--- src/rtl/sram_lane_pkg.sv ---
package sram_lane_pkg;

    typedef enum logic [2:0] {
        ST_IDLE,
        ST_RD_ACC,
        ST_RD_REC,
        ST_WR_PULSE,
        ST_WR_HOLD
    } ctl_state_e;

    // whole cycles covering t_ps, never fewer than one
    function automatic int cycles_for(input int t_ps, input int clk_ps);
        int n;
        n = (t_ps + clk_ps - 1) / clk_ps;
        return (n < 1) ? 1 : n;
    endfunction

    function automatic int max2(input int a, input int b);
        return (a > b) ? a : b;
    endfunction

endpackage

--- src/rtl/sram_phase_timer.sv ---
module sram_phase_timer #(
    parameter int CNT_W = 4
) (
    input  logic             clk,
    input  logic             rst_n,
    input  logic             load,
    input  logic [CNT_W-1:0] load_val,
    output logic             last
);
    logic [CNT_W-1:0] cnt_d, cnt_q;

    always_comb begin
        cnt_d = cnt_q;
        if (load) begin
            cnt_d = load_val;
        end else if (cnt_q != '0) begin
            cnt_d = cnt_q - 1'b1;
        end
    end

    always_ff @(posedge clk or negedge rst_n) begin
        if (!rst_n) cnt_q <= '0;
        else        cnt_q <= cnt_d;
    end

    assign last = (cnt_q == CNT_W'(1));

    a_r2_timer_no_wrap: assert property (@(posedge clk) disable iff (!rst_n)
        (!load && cnt_q == '0) |=> (cnt_q == '0));
endmodule

--- src/rtl/sram_lane_map.sv ---
module sram_lane_map #(
    parameter int LANE_W = 8
) (
    input  logic [1:0]          be,
    input  logic                cap_lb_n,
    input  logic                cap_ub_n,
    input  logic [2*LANE_W-1:0] dq_in,
    output logic [1:0]          sel_n,
    output logic [2*LANE_W-1:0] masked
);
    logic [1:0] cap_sel;
    assign cap_sel = {~cap_ub_n, ~cap_lb_n};

    for (genvar g = 0; g < 2; g++) begin : g_lane
        assign sel_n[g] = ~be[g];
        assign masked[g*LANE_W +: LANE_W] =
            cap_sel[g] ? dq_in[g*LANE_W +: LANE_W] : '0;
    end
endmodule

--- src/rtl/sram_lane_ctrl.sv ---
module sram_lane_ctrl
    import sram_lane_pkg::*;
#(
    parameter int ADDR_W    = 16,
    parameter int DATA_W    = 16,
    parameter int CLK_PS    = 8000,
    parameter int T_RC_PS   = 12000,
    parameter int T_AA_PS   = 12000,
    parameter int T_OE_PS   = 6000,
    parameter int T_WC_PS   = 12000,
    parameter int T_WP_PS   = 10000,
    parameter int T_AW_PS   = 10000,
    parameter int T_DW_PS   = 8000,
    parameter int T_HZ_PS   = 6000
) (
    input  logic              clk,
    input  logic              rst_n,
    input  logic              req_valid,
    output logic              req_ready,
    input  logic              req_write,
    input  logic [ADDR_W-1:0] req_addr,
    input  logic [DATA_W-1:0] req_wdata,
    input  logic [1:0]        req_be,
    output logic              rsp_valid,
    output logic [DATA_W-1:0] rsp_rdata,
    output logic [ADDR_W-1:0] mem_addr,
    output logic              mem_ce_n,
    output logic              mem_oe_n,
    output logic              mem_we_n,
    output logic              mem_lb_n,
    output logic              mem_ub_n,
    input  logic [DATA_W-1:0] mem_dq_in,
    output logic [DATA_W-1:0] mem_dq_out,
    output logic              mem_dq_oe
);
    localparam int LANE_W = DATA_W / 2;
    localparam int RD_CYC = max2(max2(cycles_for(T_AA_PS, CLK_PS),
                                      cycles_for(T_OE_PS, CLK_PS)),
                                 cycles_for(T_RC_PS, CLK_PS));
    localparam int WR_CYC = max2(max2(cycles_for(T_WP_PS, CLK_PS),
                                      cycles_for(T_AW_PS, CLK_PS)),
                                 max2(cycles_for(T_DW_PS, CLK_PS),
                                      cycles_for(T_WC_PS, CLK_PS) - 1));
    localparam int HZ_CYC = cycles_for(T_HZ_PS, CLK_PS);
    localparam int CNT_W  = $clog2(max2(max2(RD_CYC, WR_CYC), HZ_CYC) + 1);

    typedef struct packed {
        ctl_state_e        st;
        logic [ADDR_W-1:0] addr;
        logic [DATA_W-1:0] wdata;
        logic [DATA_W-1:0] rdata;
        logic              ce_n;
        logic              oe_n;
        logic              we_n;
        logic              lb_n;
        logic              ub_n;
        logic              drive;
        logic              rsp;
    } ctl_t;

    ctl_t             r_d, r_q;
    logic             tmr_load;
    logic [CNT_W-1:0] tmr_val;
    logic             tmr_last;
    logic [1:0]       req_sel_n;
    logic [DATA_W-1:0] cap_data;

    sram_phase_timer #(.CNT_W(CNT_W)) u_timer (
        .clk      (clk),
        .rst_n    (rst_n),
        .load     (tmr_load),
        .load_val (tmr_val),
        .last     (tmr_last)
    );

    sram_lane_map #(.LANE_W(LANE_W)) u_lanes (
        .be       (req_be),
        .cap_lb_n (r_q.lb_n),
        .cap_ub_n (r_q.ub_n),
        .dq_in    (mem_dq_in),
        .sel_n    (req_sel_n),
        .masked   (cap_data)
    );

    always_comb begin
        r_d      = r_q;
        r_d.rsp  = 1'b0;
        tmr_load = 1'b0;
        tmr_val  = '0;
        unique case (r_q.st)
            ST_IDLE: begin
                if (req_valid) begin
                    if (req_be == 2'b00) begin
                        if (!req_write) begin
                            r_d.rsp   = 1'b1;
                            r_d.rdata = '0;
                        end
                    end else begin
                        r_d.addr = req_addr;
                        r_d.ce_n = 1'b0;
                        r_d.lb_n = req_sel_n[0];
                        r_d.ub_n = req_sel_n[1];
                        tmr_load = 1'b1;
                        if (req_write) begin
                            r_d.st    = ST_WR_PULSE;
                            r_d.we_n  = 1'b0;
                            r_d.wdata = req_wdata;
                            r_d.drive = 1'b1;
                            tmr_val   = CNT_W'(WR_CYC);
                        end else begin
                            r_d.st   = ST_RD_ACC;
                            r_d.oe_n = 1'b0;
                            tmr_val  = CNT_W'(RD_CYC);
                        end
                    end
                end
            end
            ST_RD_ACC: begin
                if (tmr_last) begin
                    r_d.rdata = cap_data;
                    r_d.rsp   = 1'b1;
                    r_d.ce_n  = 1'b1;
                    r_d.oe_n  = 1'b1;
                    r_d.lb_n  = 1'b1;
                    r_d.ub_n  = 1'b1;
                    r_d.st    = ST_RD_REC;
                    tmr_load  = 1'b1;
                    tmr_val   = CNT_W'(HZ_CYC);
                end
            end
            ST_RD_REC: begin
                if (tmr_last) r_d.st = ST_IDLE;
            end
            ST_WR_PULSE: begin
                if (tmr_last) begin
                    r_d.we_n = 1'b1;
                    r_d.st   = ST_WR_HOLD;
                end
            end
            ST_WR_HOLD: begin
                r_d.ce_n  = 1'b1;
                r_d.lb_n  = 1'b1;
                r_d.ub_n  = 1'b1;
                r_d.drive = 1'b0;
                r_d.st    = ST_IDLE;
            end
            default: r_d.st = ST_IDLE;
        endcase
    end

    always_ff @(posedge clk or negedge rst_n) begin
        if (!rst_n) begin
            r_q       <= '0;
            r_q.st    <= ST_IDLE;
            r_q.ce_n  <= 1'b1;
            r_q.oe_n  <= 1'b1;
            r_q.we_n  <= 1'b1;
            r_q.lb_n  <= 1'b1;
            r_q.ub_n  <= 1'b1;
        end else begin
            r_q <= r_d;
        end
    end

    assign req_ready  = (r_q.st == ST_IDLE);
    assign rsp_valid  = r_q.rsp;
    assign rsp_rdata  = r_q.rdata;
    assign mem_addr   = r_q.addr;
    assign mem_ce_n   = r_q.ce_n;
    assign mem_oe_n   = r_q.oe_n;
    assign mem_we_n   = r_q.we_n;
    assign mem_lb_n   = r_q.lb_n;
    assign mem_ub_n   = r_q.ub_n;
    assign mem_dq_out = r_q.wdata;
    assign mem_dq_oe  = r_q.drive;

    // no drive while the memory may be driving
    a_r6_no_drive_with_oe: assert property (@(posedge clk) disable iff (!rst_n)
        mem_dq_oe |-> mem_oe_n);
    a_r6_drive_after_float: assert property (@(posedge clk) disable iff (!rst_n)
        $rose(mem_dq_oe) |-> $past(mem_oe_n));
    // write strobe only with chip enable and driven data
    a_r4_we_with_ce_drive: assert property (@(posedge clk) disable iff (!rst_n)
        !mem_we_n |-> (!mem_ce_n && mem_dq_oe && mem_oe_n));
    // one hold cycle after the write strobe rises
    a_r5_hold_after_we: assert property (@(posedge clk) disable iff (!rst_n)
        $rose(mem_we_n) |-> ($stable(mem_addr) && $stable(mem_dq_out)
                             && mem_dq_oe && !mem_ce_n));
    // busy while the chip is selected
    a_r8_busy_not_ready: assert property (@(posedge clk) disable iff (!rst_n)
        !mem_ce_n |-> !req_ready);
    // chip enable never without a lane
    a_r7_ce_needs_lane: assert property (@(posedge clk) disable iff (!rst_n)
        !mem_ce_n |-> !(mem_lb_n && mem_ub_n));
    // read and write strobes exclusive
    a_r2_oe_we_exclusive: assert property (@(posedge clk) disable iff (!rst_n)
        !(!mem_oe_n && !mem_we_n));
    // address steady while output enable is low
    a_r2_addr_steady: assert property (@(posedge clk) disable iff (!rst_n)
        (!mem_oe_n && $past(!mem_oe_n)) |-> $stable(mem_addr));
endmodule

--- config.mk ---
export PLATFORM = sky130hd
export DESIGN_NAME = sram_lane_ctrl
export DESIGN_NICKNAME = d
export VERILOG_FILES = /design/src/rtl/sram_lane_pkg.sv /design/src/rtl/sram_phase_timer.sv /design/src/rtl/sram_lane_map.sv /design/src/rtl/sram_lane_ctrl.sv
export SDC_FILE = /design/constraint.sdc
export NUM_CORES = 1
export LEC_CHECK = 0
export CAP_MARGIN = 5
export CORE_ASPECT_RATIO = 0.6
export CORE_MARGIN = 4
export CORE_UTILIZATION = 30
export CTS_BUF_LIST = sky130_fd_sc_hd__clkbuf_2 sky130_fd_sc_hd__clkbuf_4 sky130_fd_sc_hd__clkbuf_8
export DETAILED_ROUTE_END_ITERATION = 12
export DONT_BUFFER_PORTS = 1
export PLACE_DENSITY = 0.42
export SLEW_MARGIN = 20
export SYNTH_ARGS = -nofsm -noshare
export SYNTH_HDL_FRONTEND = slang
export SYNTH_SLANG_ARGS = --single-unit
--- constraint.sdc ---
create_clock -name clk -period 2.05 [get_ports clk]
set_input_delay 0.615 -clock clk [delete_from_list [all_inputs] [get_ports clk]]
set_output_delay 0.615 -clock clk [all_outputs]
set_load 0.1 [all_outputs]
==> flow_summary.yaml <==
routing:
  vias: 1515
  drc: 0
  firstDrtPassIters: 4
  drtAntennaViolNets: 0
  wirelength_mm: 5.87
  drtIter0Drc: 53
  vias_per_cell: 4.27
  wire_per_inst_um: 16.5
placement:
  placed_cell_area_sq_mm: 0.00292
  routabilityCongestion: 0.718
  dp_hpwl_mm: 4.15
  port_buffers: 0
finish:
  finalInstanceArea_sq_mm: 0.00318
  fin_nets: 276
  drive_above_1_share: 0.400
  syn_to_final_growth_pct: 5.92
  diodes: 0
  multi_input_area_sq_um: 973
  nFillCells: 952
  regArea_sq_mm: 0.00151
worst_setup_path:
  critical_path_depth: 2
  crit_path_end_kind: "output port"
  arrival_ps: 1340
  worstPathRequired_ps: 1430
  endpoint: "req_ready"
  rr_startpoint: "r_q[57]"
  r2r-end: "mem_addr[6]"
  cpPeakStageDelay_ps: 510
  path_buf_inv: 1
  crit_chain: "nor3_4 > buf_12"
  cp_top_family: "flip-flops"
  critPathMaxFanout: 13
  ff2ff_setup_slack_ps: 350
  crit_type: "register to output port"
  cp_slowest_cell: "dfrtp_2"
  reg2regPathDepth: 4
  worst_setup_path_start_kind: "register"
  startpoint: "r_q[55]"
logic_synthesis:
  yosysSeqAreaShare: 0.502
  ys_warn_count: 0
  yosysMostFrequentCell: "dfrtp_1"
  synthesis.nets: 293
  netlist_top_cells_area: "dfrtp_1 46%, buf_4 12%, mux2_4 7.5%, mux2_2 6.4%, mux2i_1 5.3%"
  synth_edf_count: 0
  synth.largest_area_cell: "dfrtp_1"
  ys_ff_latch: 60
  ys.flop_type: "dfrtp_1"
  netlist.area_leader.share: 0.458
  synthTopCellsByCount: "55 x dfrtp_1, 49 x buf_4, 19 x inv_1"
  avgSynthCellArea_sq_um: 12.7
  yosysUniqueCellTypes: 31
  synthArstFlopShare: 1.00
  synth_area_sq_mm: 0.00300
  synthesis.instances: 237
timing:
  slew_headroom: 0.383
  finalSetupViolCount: 0
  rsz0062_at_grt: "no"
  fin_crit_ps: 1960
  worst_pin_slew_ps: 925
  finalClockSkew_ps: 4.90
  timing.fmax_mhz: 511
  slew_viol_final: 0
  period_share: 0.955
  report.final.hold_viol_count: 0
global_routing:
  grt_max_degree: 56
  antenna_found_initial: 0
  grt_pass1_wl_mm: 8.99
  grt_usage: 0.104
  overflow: 0
  grt_pass1_vias: 1611
die:
  dieArea_sq_mm: 0.0117
  row_count: 27
  start_util: 0.317
  dieWidth_um: 137
  pin_count: 110
  core-area_sq_mm: 0.00946
  chipHeight_um: 85.5
cts:
  cts_made_buffers: 9
  clk_latency_ps: 340
  cts_tree: "yes"
  path_clk_slew_ps: 70
  clock_sinks: 60
  clk_path_buf_depth: 2
  h-tree-depth: 3
  root_buffer: "clkbuf_8"
job:
  maxCapViolCount: 0
worst_hold_path:
  hold_class: "primary input to asynchronous set/reset pin"
run_status:
  status: "finished clean"
## logic make-up after synthesis
logic type / synth area share
compound gates: 0.0496
xor+xnor: 0.00292
fa+ha+maj: 0.00833
buf+inv: 0.174
flops: 0.502
mux: 0.192
simple gates: 0.0713
## routing by layer
| layer | track usage | vias up | wire length, um |
|---|---|---|---|
| met2 | 0.132 | 75 | 2380 |
| met4 | 0.0371 | 0 | 54 |
| met1 | 0.140 | 727 | 2680 |
| met3 | 0.0657 | 8 | 750 |
| met5 | 0 | - | 0 |
| li1 | - | 705 | - |
## placed cells by master (no fill, tap or decap), types with 2 or more instances in the layout
| master | synthesis | layout |
|---|---|---|
| a2bb2oi_1 | 2 | 2 |
| dfrtp_1 | 55 | 53 |
| ha_1 | 2 | 2 |
| a21o_1 | 3 | 3 |
| mux2_2 | 17 | 17 |
| mux2i_1 | 16 | 16 |
| dfstp_2 | 5 | 5 |
| a21oi_1 | 4 | 4 |
| bufinv_16 | 0 | 2 |
| clkinv_2 | 0 | 3 |
| inv_1 | 19 | 19 |
| o31ai_1 | 2 | 2 |
| clkbuf_8 | 0 | 10 |
| a211oi_1 | 2 | 2 |
| dfrtp_2 | 0 | 2 |
| nor2_1 | 4 | 4 |
| nand2_1 | 17 | 17 |
| nor4b_4 | 3 | 3 |
| o21ai_0 | 3 | 3 |
| mux2_4 | 15 | 15 |
| buf_4 | 49 | 26 |
## how the worst min path moves through the flow
stage	from	endpoint	slack, ps	cells past startpoint
finish	rst_n	mem_oe_n	110	0
floorplan	rst_n	mem_addr[0]	320	0
global route	rst_n	mem_oe_n	80	0
detailed placement	rst_n	rsp_rdata[5]	320	0
global placement	rst_n	rsp_rdata[5]	320	0
CTS	rst_n	mem_oe_n	80	0
## through the flow
stage	cells	setup slack [ps]	TNS, ps	hold WS, ps	util
5_1_grt	355	11.2	0	77.4	0.336
4_1_cts	355	27.4	0	84.5	0.336
3_5_place_dp	337	342	0	321	0.309
6_report	355	92.2	0	113	0.336
3_3_place_gp	337	348	0	321	0.309
2_1_floorplan	237	-156	-1410	319	-
## final cells by class
| class | instances | share of cell area |
|---|---|---|
| Sequential cell | 60 | 0.475 |
| Multi-Input combinational cell | 102 | 0.306 |
| Timing Repair Buffer | 28 | 0.0763 |
| Tap cell | 130 | 0.0511 |
| Clock buffer | 11 | 0.0456 |
| Clock inverter | 5 | 0.0236 |
| Inverter | 19 | 0.0224 |
## sequential cells by signal, indices dropped and copies added (netlist names)
register,flops
u_timer.cnt_q,2
mem_addr,16
mem_oe_n,1
mem_we_n,1
r_q,3
mem_dq_out,16
mem_ce_n,1
mem_dq_oe,1
rsp_valid,1
rsp_rdata,16
mem_lb_n,1
mem_ub_n,1
## repair_timing
item,CTS,global route
endpoints found under the hold margin,55,0
buffers inserted,1,0
hold buffers,1,0
gates cloned,0,0
setup endpoints to repair,1,1
gates resized for setup,1,1
pin swaps,1,0
Power is not shown: default switching activity piles up to over one toggle a cycle in this logic, so the estimate is an artifact.
